<file path="src/rtl/ep_reply_pkg.sv">
package ep_reply_pkg;

   localparam int ADDR_W = 7;
   localparam int EPN_W  = 4;

   localparam logic [3:0] C_OUT   = 4'b0001;
   localparam logic [3:0] C_IN    = 4'b1001;
   localparam logic [3:0] C_SOF   = 4'b0101;
   localparam logic [3:0] C_SETUP = 4'b1101;
   localparam logic [3:0] C_DATA0 = 4'b0011;
   localparam logic [3:0] C_DATA1 = 4'b1011;
   localparam logic [3:0] C_ACK   = 4'b0010;
   localparam logic [3:0] C_NAK   = 4'b1010;
   localparam logic [3:0] C_STALL = 4'b1110;
   localparam logic [3:0] C_NYET  = 4'b0110;

   typedef enum logic [2:0] {
      RK_NONE  = 3'd0,
      RK_DATA  = 3'd1,
      RK_ACK   = 3'd2,
      RK_NAK   = 3'd3,
      RK_STALL = 3'd4
   } reply_e;

   typedef enum logic [1:0] {
      PH_IDLE = 2'd0,
      PH_DATA = 2'd1,
      PH_ACK  = 2'd2
   } phase_e;

   function automatic logic [7:0] wrap_code(input logic [3:0] code);
      return {~code, code};
   endfunction

   function automatic logic [7:0] reply_byte(input reply_e kind, input logic seq);
      case (kind)
         RK_DATA:  return wrap_code(seq ? C_DATA1 : C_DATA0);
         RK_ACK:   return wrap_code(C_ACK);
         RK_NAK:   return wrap_code(C_NAK);
         RK_STALL: return wrap_code(C_STALL);
         default:  return 8'h00;
      endcase
   endfunction

endpackage

</file>
<file path="src/rtl/ep_pid_check.sv">
module ep_pid_check (
   input  logic [7:0] pid_raw,
   output logic [3:0] code,
   output logic       intact
);
   assign code   = pid_raw[3:0];
   assign intact = (pid_raw[7:4] == ~pid_raw[3:0]);
endmodule

</file>
<file path="src/rtl/ep_seq_bank.sv">
module ep_seq_bank #(
   parameter int NUM_EP = 4,
   parameter int IDX_W  = 2
) (
   input  logic              clk,
   input  logic              rst_n,
   input  logic              setup_set,
   input  logic              rx_flip,
   input  logic              tx_flip,
   input  logic [IDX_W-1:0]  cmd_idx,
   output logic [NUM_EP-1:0] rx_seq,
   output logic [NUM_EP-1:0] tx_seq
);
   for (genvar i = 0; i < NUM_EP; i++) begin : g_ep
      logic sel;
      assign sel = (cmd_idx == IDX_W'(i));

      always_ff @(posedge clk or negedge rst_n) begin
         if (!rst_n) begin
            rx_seq[i] <= 1'b0;
            tx_seq[i] <= 1'b0;
         end else if (sel) begin
            if (setup_set) begin
               rx_seq[i] <= 1'b1;
               tx_seq[i] <= 1'b1;
            end else begin
               if (rx_flip) rx_seq[i] <= ~rx_seq[i];
               if (tx_flip) tx_seq[i] <= ~tx_seq[i];
            end
         end
      end
   end
endmodule

</file>
<file path="src/rtl/ep_reply_decide.sv">
module ep_reply_decide
   import ep_reply_pkg::*;
#(
   parameter int NUM_EP = 4,
   parameter int IDX_W  = 2
) (
   input  phase_e            phase,
   input  logic [IDX_W-1:0]  pend_idx,
   input  logic              pend_setup,
   input  logic              tok_valid,
   input  logic [3:0]        tok_code,
   input  logic              tok_hit,
   input  logic [IDX_W-1:0]  tok_idx,
   input  logic              dat_valid,
   input  logic              dat_ok,
   input  logic              dat_seq,
   input  logic              hs_valid,
   input  logic              hs_ack,
   input  logic [NUM_EP-1:0] halt,
   input  logic [NUM_EP-1:0] ready,
   input  logic [NUM_EP-1:0] space,
   input  logic [NUM_EP-1:0] ctrl,
   input  logic [NUM_EP-1:0] rx_seq,
   input  logic [NUM_EP-1:0] tx_seq,
   output phase_e            nxt_phase,
   output logic [IDX_W-1:0]  nxt_idx,
   output logic              nxt_setup,
   output logic              fire,
   output reply_e            kind,
   output logic              seq,
   output logic              accept,
   output logic              setup_set,
   output logic              rx_flip,
   output logic              tx_flip,
   output logic [IDX_W-1:0]  cmd_idx
);
   always_comb begin
      nxt_phase = phase;
      nxt_idx   = pend_idx;
      nxt_setup = pend_setup;
      fire      = 1'b0;
      kind      = RK_NONE;
      seq       = 1'b0;
      accept    = 1'b0;
      setup_set = 1'b0;
      rx_flip   = 1'b0;
      tx_flip   = 1'b0;
      cmd_idx   = pend_idx;

      if (tok_valid) begin
         nxt_phase = PH_IDLE;
         if (!tok_hit) begin
            fire = 1'b1;
         end else if (tok_code == C_IN) begin
            fire = 1'b1;
            if (halt[tok_idx])       kind = RK_STALL;
            else if (!ready[tok_idx]) kind = RK_NAK;
            else begin
               kind      = RK_DATA;
               seq       = tx_seq[tok_idx];
               nxt_phase = PH_ACK;
               nxt_idx   = tok_idx;
            end
         end else if (tok_code == C_OUT) begin
            nxt_phase = PH_DATA;
            nxt_idx   = tok_idx;
            nxt_setup = 1'b0;
         end else if (tok_code == C_SETUP && ctrl[tok_idx]) begin
            nxt_phase = PH_DATA;
            nxt_idx   = tok_idx;
            nxt_setup = 1'b1;
         end else begin
            fire = 1'b1;
         end
      end else if (phase == PH_DATA && dat_valid) begin
         nxt_phase = PH_IDLE;
         fire      = 1'b1;
         if (!dat_ok) begin
            kind = RK_NONE;
         end else if (pend_setup) begin
            kind      = RK_ACK;
            accept    = 1'b1;
            setup_set = 1'b1;
         end else if (halt[pend_idx]) begin
            kind = RK_STALL;
         end else if (dat_seq != rx_seq[pend_idx]) begin
            kind = RK_ACK;
         end else if (space[pend_idx]) begin
            kind    = RK_ACK;
            accept  = 1'b1;
            rx_flip = 1'b1;
         end else begin
            kind = RK_NAK;
         end
      end else if (phase == PH_ACK && hs_valid) begin
         nxt_phase = PH_IDLE;
         tx_flip   = hs_ack;
      end
   end
endmodule

</file>
<file path="src/rtl/ep_reply_engine.sv">
module ep_reply_engine
   import ep_reply_pkg::*;
#(
   parameter int NUM_EP = 4
) (
   input  logic              clk,
   input  logic              rst_n,
   input  logic [6:0]        dev_addr,
   input  logic              tok_valid,
   input  logic [7:0]        tok_pid,
   input  logic [6:0]        tok_addr,
   input  logic [3:0]        tok_ep,
   input  logic              dat_valid,
   input  logic [7:0]        dat_pid,
   input  logic              dat_crc_bad,
   input  logic              hs_valid,
   input  logic [7:0]        hs_pid,
   input  logic [NUM_EP-1:0] ep_enable,
   input  logic [NUM_EP-1:0] ep_ctrl,
   input  logic [NUM_EP-1:0] ep_halt,
   input  logic [NUM_EP-1:0] ep_ready,
   input  logic [NUM_EP-1:0] ep_space,
   output logic              rsp_valid,
   output logic [2:0]        rsp_kind,
   output logic [7:0]        rsp_pid,
   output logic              acc_valid,
   output logic [3:0]        acc_ep,
   output logic              acc_setup
);
   localparam int IDX_W   = (NUM_EP > 1) ? $clog2(NUM_EP) : 1;
   localparam int N_BYTES = 3;

   if (NUM_EP < 1 || NUM_EP > 16) begin : g_bad_num_ep
      $error("ep_reply_engine: NUM_EP must lie in 1..16");
   end

   // identifier byte integrity: token, data, handshake
   logic [7:0] raw  [N_BYTES];
   logic [3:0] code [N_BYTES];
   logic       ok   [N_BYTES];
   assign raw[0] = tok_pid;
   assign raw[1] = dat_pid;
   assign raw[2] = hs_pid;

   for (genvar g = 0; g < N_BYTES; g++) begin : g_pid
      ep_pid_check u_pid (.pid_raw(raw[g]), .code(code[g]), .intact(ok[g]));
   end

   logic [IDX_W-1:0] tok_idx;
   logic             in_range, tok_hit, dat_ok, hs_ack;
   logic [NUM_EP-1:0] ctrl_eff;

   assign tok_idx  = tok_ep[IDX_W-1:0];
   assign in_range = ({1'b0, tok_ep} < 5'(NUM_EP));
   assign tok_hit  = ok[0] && (tok_addr == dev_addr) && in_range && ep_enable[tok_idx];
   assign dat_ok   = ok[1] && !dat_crc_bad && (code[1] == C_DATA0 || code[1] == C_DATA1);
   assign hs_ack   = ok[2] && (code[2] == C_ACK);

   always_comb begin
      ctrl_eff    = ep_ctrl;
      ctrl_eff[0] = 1'b1;
   end

   phase_e           phase, nxt_phase;
   logic [IDX_W-1:0] pend_idx, nxt_idx, cmd_idx;
   logic             pend_setup, nxt_setup;
   logic             fire, seq, accept, setup_set, rx_flip, tx_flip;
   reply_e           kind;
   logic [NUM_EP-1:0] rx_seq, tx_seq;

   ep_reply_decide #(.NUM_EP(NUM_EP), .IDX_W(IDX_W)) u_decide (
      .phase(phase), .pend_idx(pend_idx), .pend_setup(pend_setup),
      .tok_valid(tok_valid), .tok_code(code[0]), .tok_hit(tok_hit), .tok_idx(tok_idx),
      .dat_valid(dat_valid), .dat_ok(dat_ok), .dat_seq(code[1][3]),
      .hs_valid(hs_valid), .hs_ack(hs_ack),
      .halt(ep_halt), .ready(ep_ready), .space(ep_space), .ctrl(ctrl_eff),
      .rx_seq(rx_seq), .tx_seq(tx_seq),
      .nxt_phase(nxt_phase), .nxt_idx(nxt_idx), .nxt_setup(nxt_setup),
      .fire(fire), .kind(kind), .seq(seq), .accept(accept),
      .setup_set(setup_set), .rx_flip(rx_flip), .tx_flip(tx_flip), .cmd_idx(cmd_idx)
   );

   ep_seq_bank #(.NUM_EP(NUM_EP), .IDX_W(IDX_W)) u_seq (
      .clk(clk), .rst_n(rst_n),
      .setup_set(setup_set), .rx_flip(rx_flip), .tx_flip(tx_flip),
      .cmd_idx(cmd_idx), .rx_seq(rx_seq), .tx_seq(tx_seq)
   );

   always_ff @(posedge clk or negedge rst_n) begin
      if (!rst_n) begin
         phase      <= PH_IDLE;
         pend_idx   <= '0;
         pend_setup <= 1'b0;
         rsp_valid  <= 1'b0;
         rsp_kind   <= RK_NONE;
         rsp_pid    <= 8'h00;
         acc_valid  <= 1'b0;
         acc_ep     <= 4'd0;
         acc_setup  <= 1'b0;
      end else begin
         phase      <= nxt_phase;
         pend_idx   <= nxt_idx;
         pend_setup <= nxt_setup;
         rsp_valid  <= fire;
         rsp_kind   <= fire ? kind : RK_NONE;
         rsp_pid    <= fire ? reply_byte(kind, seq) : 8'h00;
         acc_valid  <= accept;
         acc_ep     <= 4'(pend_idx);
         acc_setup  <= accept && pend_setup;
      end
   end
endmodule

</file>
<file path="config.mk">
export PLATFORM = sky130hd
export DESIGN_NAME = ep_reply_engine
export DESIGN_NICKNAME = d
export VERILOG_FILES = /design/src/rtl/ep_reply_pkg.sv /design/src/rtl/ep_pid_check.sv /design/src/rtl/ep_seq_bank.sv /design/src/rtl/ep_reply_decide.sv /design/src/rtl/ep_reply_engine.sv
export SDC_FILE = /design/constraint.sdc
export NUM_CORES = 1
export LEC_CHECK = 0
export ABC_AREA = 1
export BUFFER_PORTS_ARGS = -buffer_cell sky130_fd_sc_hd__buf_2
export CORE_UTILIZATION = 48
export CTS_CLUSTER_DIAMETER = 100
export DETAILED_ROUTE_END_ITERATION = 16
export PLACE_DENSITY_LB_ADDON = 0.25
export SYNTH_ARGS = -nofsm -noshare
export SYNTH_HDL_FRONTEND = slang
export SYNTH_SLANG_ARGS = --single-unit
</file>
<file path="constraint.sdc">
create_clock -name clk -period 2 [get_ports clk]
set_input_delay 0 -clock clk [delete_from_list [all_inputs] [get_ports clk]]
set_output_delay 0 -clock clk [all_outputs]
set_load 0.02 [all_outputs]
</file>
Word level (Yosys, flattened, before mapping)
Index checks and enable logic that the tools add are counted.
- bits in registers: 29
- latch bits: 0
- memory bits (writable): 0
- ROM bits: 0
- input bits: 68
- output and inout port bits: 18
- word-level logic and storage cells: 175
- memories kept: 0
- add/subtract/negate cells: 0
- multiply operators: 0
- div/mod/pow operators: 0
- $lt $le $gt $ge: 3
- equal/unequal tests: 22
- shift operators: 0
- multiplexer cells: 92
- bitwise logic cells: 13
- reductions and logical operators: 28
- operators by type and width (kind ; number):
    $mux 1 ; 57
    $pmux 8 s4 ; 1
    $mux 3 ; 10
    $mux 2 ; 14
    $bmux 1 s2 ; 8
    $not 4->4 ; 4
    $reduce_and 2->1 ; 8
    $eq 4x4->1 ; 3
    $eq 4x4->1 const B ; 3
    $logic_and 1x1->1 ; 10
    $not 1->1 ; 9
    $eq 4x2->1 const B ; 2
    $mux 8 ; 1
    $eq 7x7->1 ; 1
    $eq 2x2->1 const B ; 3
    $eq 3x2->1 const B ; 2
    $lt 2x3->1 const B ; 2
    $reduce_bool 2->1 ; 3
    $reduce_bool 3->1 ; 2
    $reduce_and 5->1 ; 1
    $eq 2x1->1 const B ; 2
    $eq 4x1->1 const B ; 1
    $lt 4x3->1 const B ; 1
    $mux 4 ; 1
    8 further kinds ; 9

Depth between registers and ports, before layout
- depth in word-level cells: 12
- gate-level depth with buffers: 13
- gate-level depth less buffers: 13

By module
From an unflattened synthesis, not the netlist that was laid out.
- cells, all modules: 368
- area, all modules: 2299.7 um^2
- modules (own cells, without submodules) (module ; instances ; cells each ; area each (um^2) ; sequential area each (um^2)):
    ep_reply_engine ; 1 ; 98 ; 859.6 ; 500.5
    ep_reply_decide ; 1 ; 135 ; 680.7 ; 0.0
    ep_seq_bank ; 1 ; 60 ; 425.4 ; 200.2
    ep_pid_check ; 3 ; 25 ; 111.4 ; 0.0

Worst setup path before layout
Ideal clock, no wire load.
- path kind: register to register
- start: reg pend_idx[0]
- end: reg u_seq.rx_seq[3]
- setup time: 0.122 ns
- data arrival time: 1.307 ns
- data required time: 1.878 ns
- path slack: 0.571 ns
- cell stages (with the launch flop): 11
- path buffers: 0
- period minus slack after synthesis: 1.429 ns
- cells stage by stage: dfrtp_1 -> nand2_1 -> inv_2 -> nand2_1 -> nand2_1 -> nor2_1 -> nand2_1 -> nor2_1 -> nand3_1 -> nor3_1 -> nor2_1
- cells in the longest elaborated chain, start to end: 11
- elaborated cells between the ends (all ways): 17
- those cells by class: eq/ne (2); mux (13); reduce/logical (2)
- RTL lines (what ; RTL line ; source):
    start, declared ; ep_reply_engine.sv:65 ; logic [IDX_W-1:0] pend_idx, nxt_idx, cmd_idx;
    start signal, assigned ; ep_reply_engine.sv:102 ; pend_idx <= nxt_idx;
    $bmux 1 s2 (on tied branches) ; ep_reply_decide.sv:88, ep_reply_decide.sv:86 ;
    $mux 1 (on tied branches) ; ep_reply_decide.sv:88, ep_reply_decide.sv:86 ;
    $mux 1 / $ne 1x1->1 (equally long branches) ; ep_reply_decide.sv:88, ep_reply_decide.sv:86 ;
    $mux 1 ; ep_reply_decide.sv:86 ; end else if (dat_seq != rx_seq[pend_idx]) begin
    $mux 1 ; ep_reply_decide.sv:84 ; end else if (halt[pend_idx]) begin
    $mux 1 ; ep_reply_decide.sv:80 ; end else if (pend_setup) begin
    $mux 1 ; ep_reply_decide.sv:78 ; if (!dat_ok) begin
    $mux 1 ; ep_reply_decide.sv:75 ; end else if (phase == PH_DATA && dat_valid) begin
    $mux 1 ; ep_reply_decide.sv:50 ; if (tok_valid) begin
    $reduce_bool 2->1 (no source line) ; - ;
    $reduce_and 2->1 (no source line) * ; - ;
    end signal, assigned by index ; ep_seq_bank.sv:27 ; if (rx_flip) rx_seq[i] <= ~rx_seq[i];
    end, declared ; ep_seq_bank.sv:11 ; output logic [NUM_EP-1:0] rx_seq,
Mark *: on every way between the ends. The rest lies on a longest branch, timed or not. The select of a mux whose other input is x is not followed.
A chain may end at the register's enable or synchronous reset.

Final worst setup path
- start: reg pend_idx[0]
- end: reg u_seq.rx_seq[1]
Same word-level chain as after synthesis.

==> impl_metrics.yaml <==
pwr:
  pwr-share-seq_pct: 49.9
  cellPowerDensity_nw_per_um2: 471
  p_clk_share_pct: 30.6
  power_frac_comb_pct: 19.5
  internal_power_mw: 0.845
  finalPower_mw: 1.16
  p_leak_nw: 1.56
  vdd_ir_drop_max_mv: 0.246
  switching_share_pct: 27.0
  power.net_switching_mw: 0.313
worst_setup_path:
  criticalPathCategory: "register to register"
  required_ns: 2.18
  crit_slowest_cell: "dfrtp_1"
  crit_fanout: 7
  worstSetupEndpointType: "register"
  rrSetupSlack_ns: 0.24
  cp-start-kind: "register"
  crit_family: "simple AND/OR/NAND/NOR gates"
  crit_buf_inv: 0
  crit_start: "pend_idx[0]$_DFFE_PN0P_"
  rr_worst_depth: 8
  cp_common_cell: "nor2_1"
  slowest_delay_ns: 0.48
  worstPathArrival_ns: 1.94
  crit_chain: "nor2_1, a21oi_1, nand2_1, nand2_1, nor2_1, nand3_1, nor3_1, nor2_1"
  regToRegEndpoint: "u_seq.rx_seq[1]$_DFFE_PN0P_"
  reg2reg_from: "pend_idx[0]$_DFFE_PN0P_"
synth:
  ys.flop_type: "dfrtp_1"
  syn-cell-area_sq_um: 1950
  yosysTopAreaCell: "dfrtp_1"
  ys_seq_area_share_pct: 35.9
  yosys-top-cells-area: "dfrtp_1 (36%), nand2_1 (20%), nor2_1 (10%)"
  avgSynthCellArea_sq_um: 6.07
  yosysMostFrequentCell: "nand2_1"
  synth_top_cell_area_share_pct: 35.9
  ys_top_cells_by_count: "nand2_1 (103), nor2_1 (54), inv_1 (53)"
  synth_edf_count: 0
  synth-async-reset-ratio_pct: 100
  syn_inst: 322
  yosys_warnings: 0
  ys_ff_latch: 28
  synth.distinct_cells: 23
sta:
  worst_pin_slew_ns: 0.629
  timing_hold_violations_final: 0
  fin_setup_tns_ns: 0
  fin_crit_sh_pct: 87.9
  fmax_mhz: 569
  relSlewSlack_pct: 58.1
  slew_violations: 0
  layout_setup_ws_ns: 0.241
  setup_viol: 0
  post-route-min-period_ns: 1.76
  rsz0062_at_grt: "no"
  fin_skew_ns: 0.0150
  whs_ns: 0.0363
finish:
  seq_area_sq_um: 701
  multiInputGateArea_sq_um: 1000
  antenna_cells: 0
  syn_to_final_growth_pct: 25.8
  n_fill_cell: 377
  drive_above_1_share_pct: 23.9
  nets: 475
global_route:
  first_global_vias: 1981
  gr-total-overflow: 0
  antenna_found_initial: 0
  grt_usage_pct: 23.7
  grt_pass1_wl_mm: 8.02
  grt_max_degree: 29
cts:
  path_clk_slew_ns: 0.10
  root_buffer: "clkbuf_8"
  cts_buffers: 3
  clock_latency_ns: 0.28
  cts_tree: "yes"
  clock-sinks: 28
  ctsHtreeMaxLevel: 1
  cts_buffer_depth: 2
placed_design:
  pre_cts_ws_ns: 0.290
  hpwlAfterDp_mm: 3.79
  gp_congestion: 0.852
  io_buffers: 81
route:
  drt_iter0_drc: 124
  wl_mm: 4.62
  drc: 0
  ant_nets: 0
  wl_per_cell_um: 10.2
  vias_per_cell: 4.78
  drtPass1Iterations: 4
  vias: 2168
worst_hold_path:
  hp-start: "tok_ep[1]"
  hp-class: "input port to register"
  whs_endpoint: "pend_idx[1]$_DFFE_PN0P_"
  hold_depth: 3
status:
  run_status: "complete, no violations"
die:
  start_util_pct: 51.8
  dieArea_sq_um: 4330
  die_height_um: 65.8
  chipWidth_um: 65.8
  fp-row-count: 22
  io_pins: 86
  coreArea_sq_um: 3770
run:
  drv_cap: 0
[cell families (layout without fill, tap and decap cells)]
kind of cell | Yosys count | count (layout) | synth area share, %
DFF | 28 | 28 | 35.9
other | 1 | 3 | 0.192
AOI/OAI and AO/OA | 29 | 29 | 7.82
buffers and inverters | 63 | 145 | 13.1
xor gates and xnor gates | 1 | 1 | 0.449
and+or+nand+nor | 200 | 200 | 42.6
[per-stage QoR]
step / area [sq um] / std cells / util [%]
final: 2460 / 454 / 65.2
after global routing: 2460 / 454 / 65.2
after CTS: 2460 / 454 / 65.2
after detailed placement: 2390 / 449 / 63.4
after global placement: 2390 / 449 / 63.4
after floorplan: 1960 / 324 / -
[registers in the layout, indices dropped and copies added (netlist names)]
| register | cells |
|---|---|
| u_seq.rx_seq | 4 |
| rsp_pid | 7 |
| rsp_kind | 3 |
| acc_setup | 1 |
| acc_valid | 1 |
| rsp_valid | 1 |
| phase | 2 |
| acc_ep | 2 |
| u_seq.tx_seq | 4 |
| pend_setup | 1 |
| pend_idx | 2 |
[worst register-to-register path, cell delays in order (launching register included)]
cell	delay, ns
dfrtp_1	0.48
nor2_1	0.34
a21oi_1	0.16
nand2_1	0.08
nand2_1	0.05
nor2_1	0.13
nand3_1	0.18
nor3_1	0.18
nor2_1	0.07
[power groups by stage]
stage / logic [mW] / registers (mW) / clock network, mW
finish: 0.226 / 0.578 / 0.354
global route: 0.261 / 0.578 / 0.387
CTS: 0.227 / 0.578 / 0.362
detailed placement: 0.225 / 0.589 / 0
global placement: 0.220 / 0.588 / 0
floorplan: 0.114 / 0.597 / 0
[cell usage in the layout, fill, tap and decap left out, drive strengths merged]
master	count
o21a	1
conb	3
or2	1
dlygate4sd3	1
nand4	7
dfrtp	28
buf	81
nand3b	2
nand3	16
o21ai	9
o211ai	2
nor2	59
nor3b	1
nor3	8
inv	57
clkinv	2
clkbuf	4
nand2	106
xnor2	1
a21oi	17
[worst max-delay path by stage]
stage                                       end  slack, ns  cells after the start
floorplan           u_seq.rx_seq[3]$_DFFE_PN0P_       0.57                     10
global placement    u_seq.rx_seq[1]$_DFFE_PN0P_       0.32                      8
detailed placement  u_seq.rx_seq[1]$_DFFE_PN0P_       0.29                      8
CTS                        rsp_pid[1]$_DFF_PN0_       0.26                      8
global route        u_seq.rx_seq[1]$_DFFE_PN0P_     0.0004                      8
finish              u_seq.rx_seq[1]$_DFFE_PN0P_       0.24                      8
[per-layer routing]
layer	global-route usage, %	part of all wire (%)	up-vias
met5	0	0	-
met4	7.34	1.1	0
li1	-	-	1145
met2	42.3	49	74
met1	29.6	45	942
met3	2.59	4.6	7
[final cells by class]
cell class | instances | share of cell area [%]
flip-flops and latches | 28 | 28.5
multi-input cells | 233 | 40.9
well taps | 48 | 2.44
repair buffers | 82 | 16.9
inverters | 59 | 9.01
clock buffers | 4 | 2.24
[timing repair]
action | in CTS | in global routing
resized for setup | 0 | 0
buffers inserted | 0 | 0
hold buffers | 1 | 0
hold endpoints to repair | 28 | 0
Note: power is estimated with default switching activity, not from simulation.
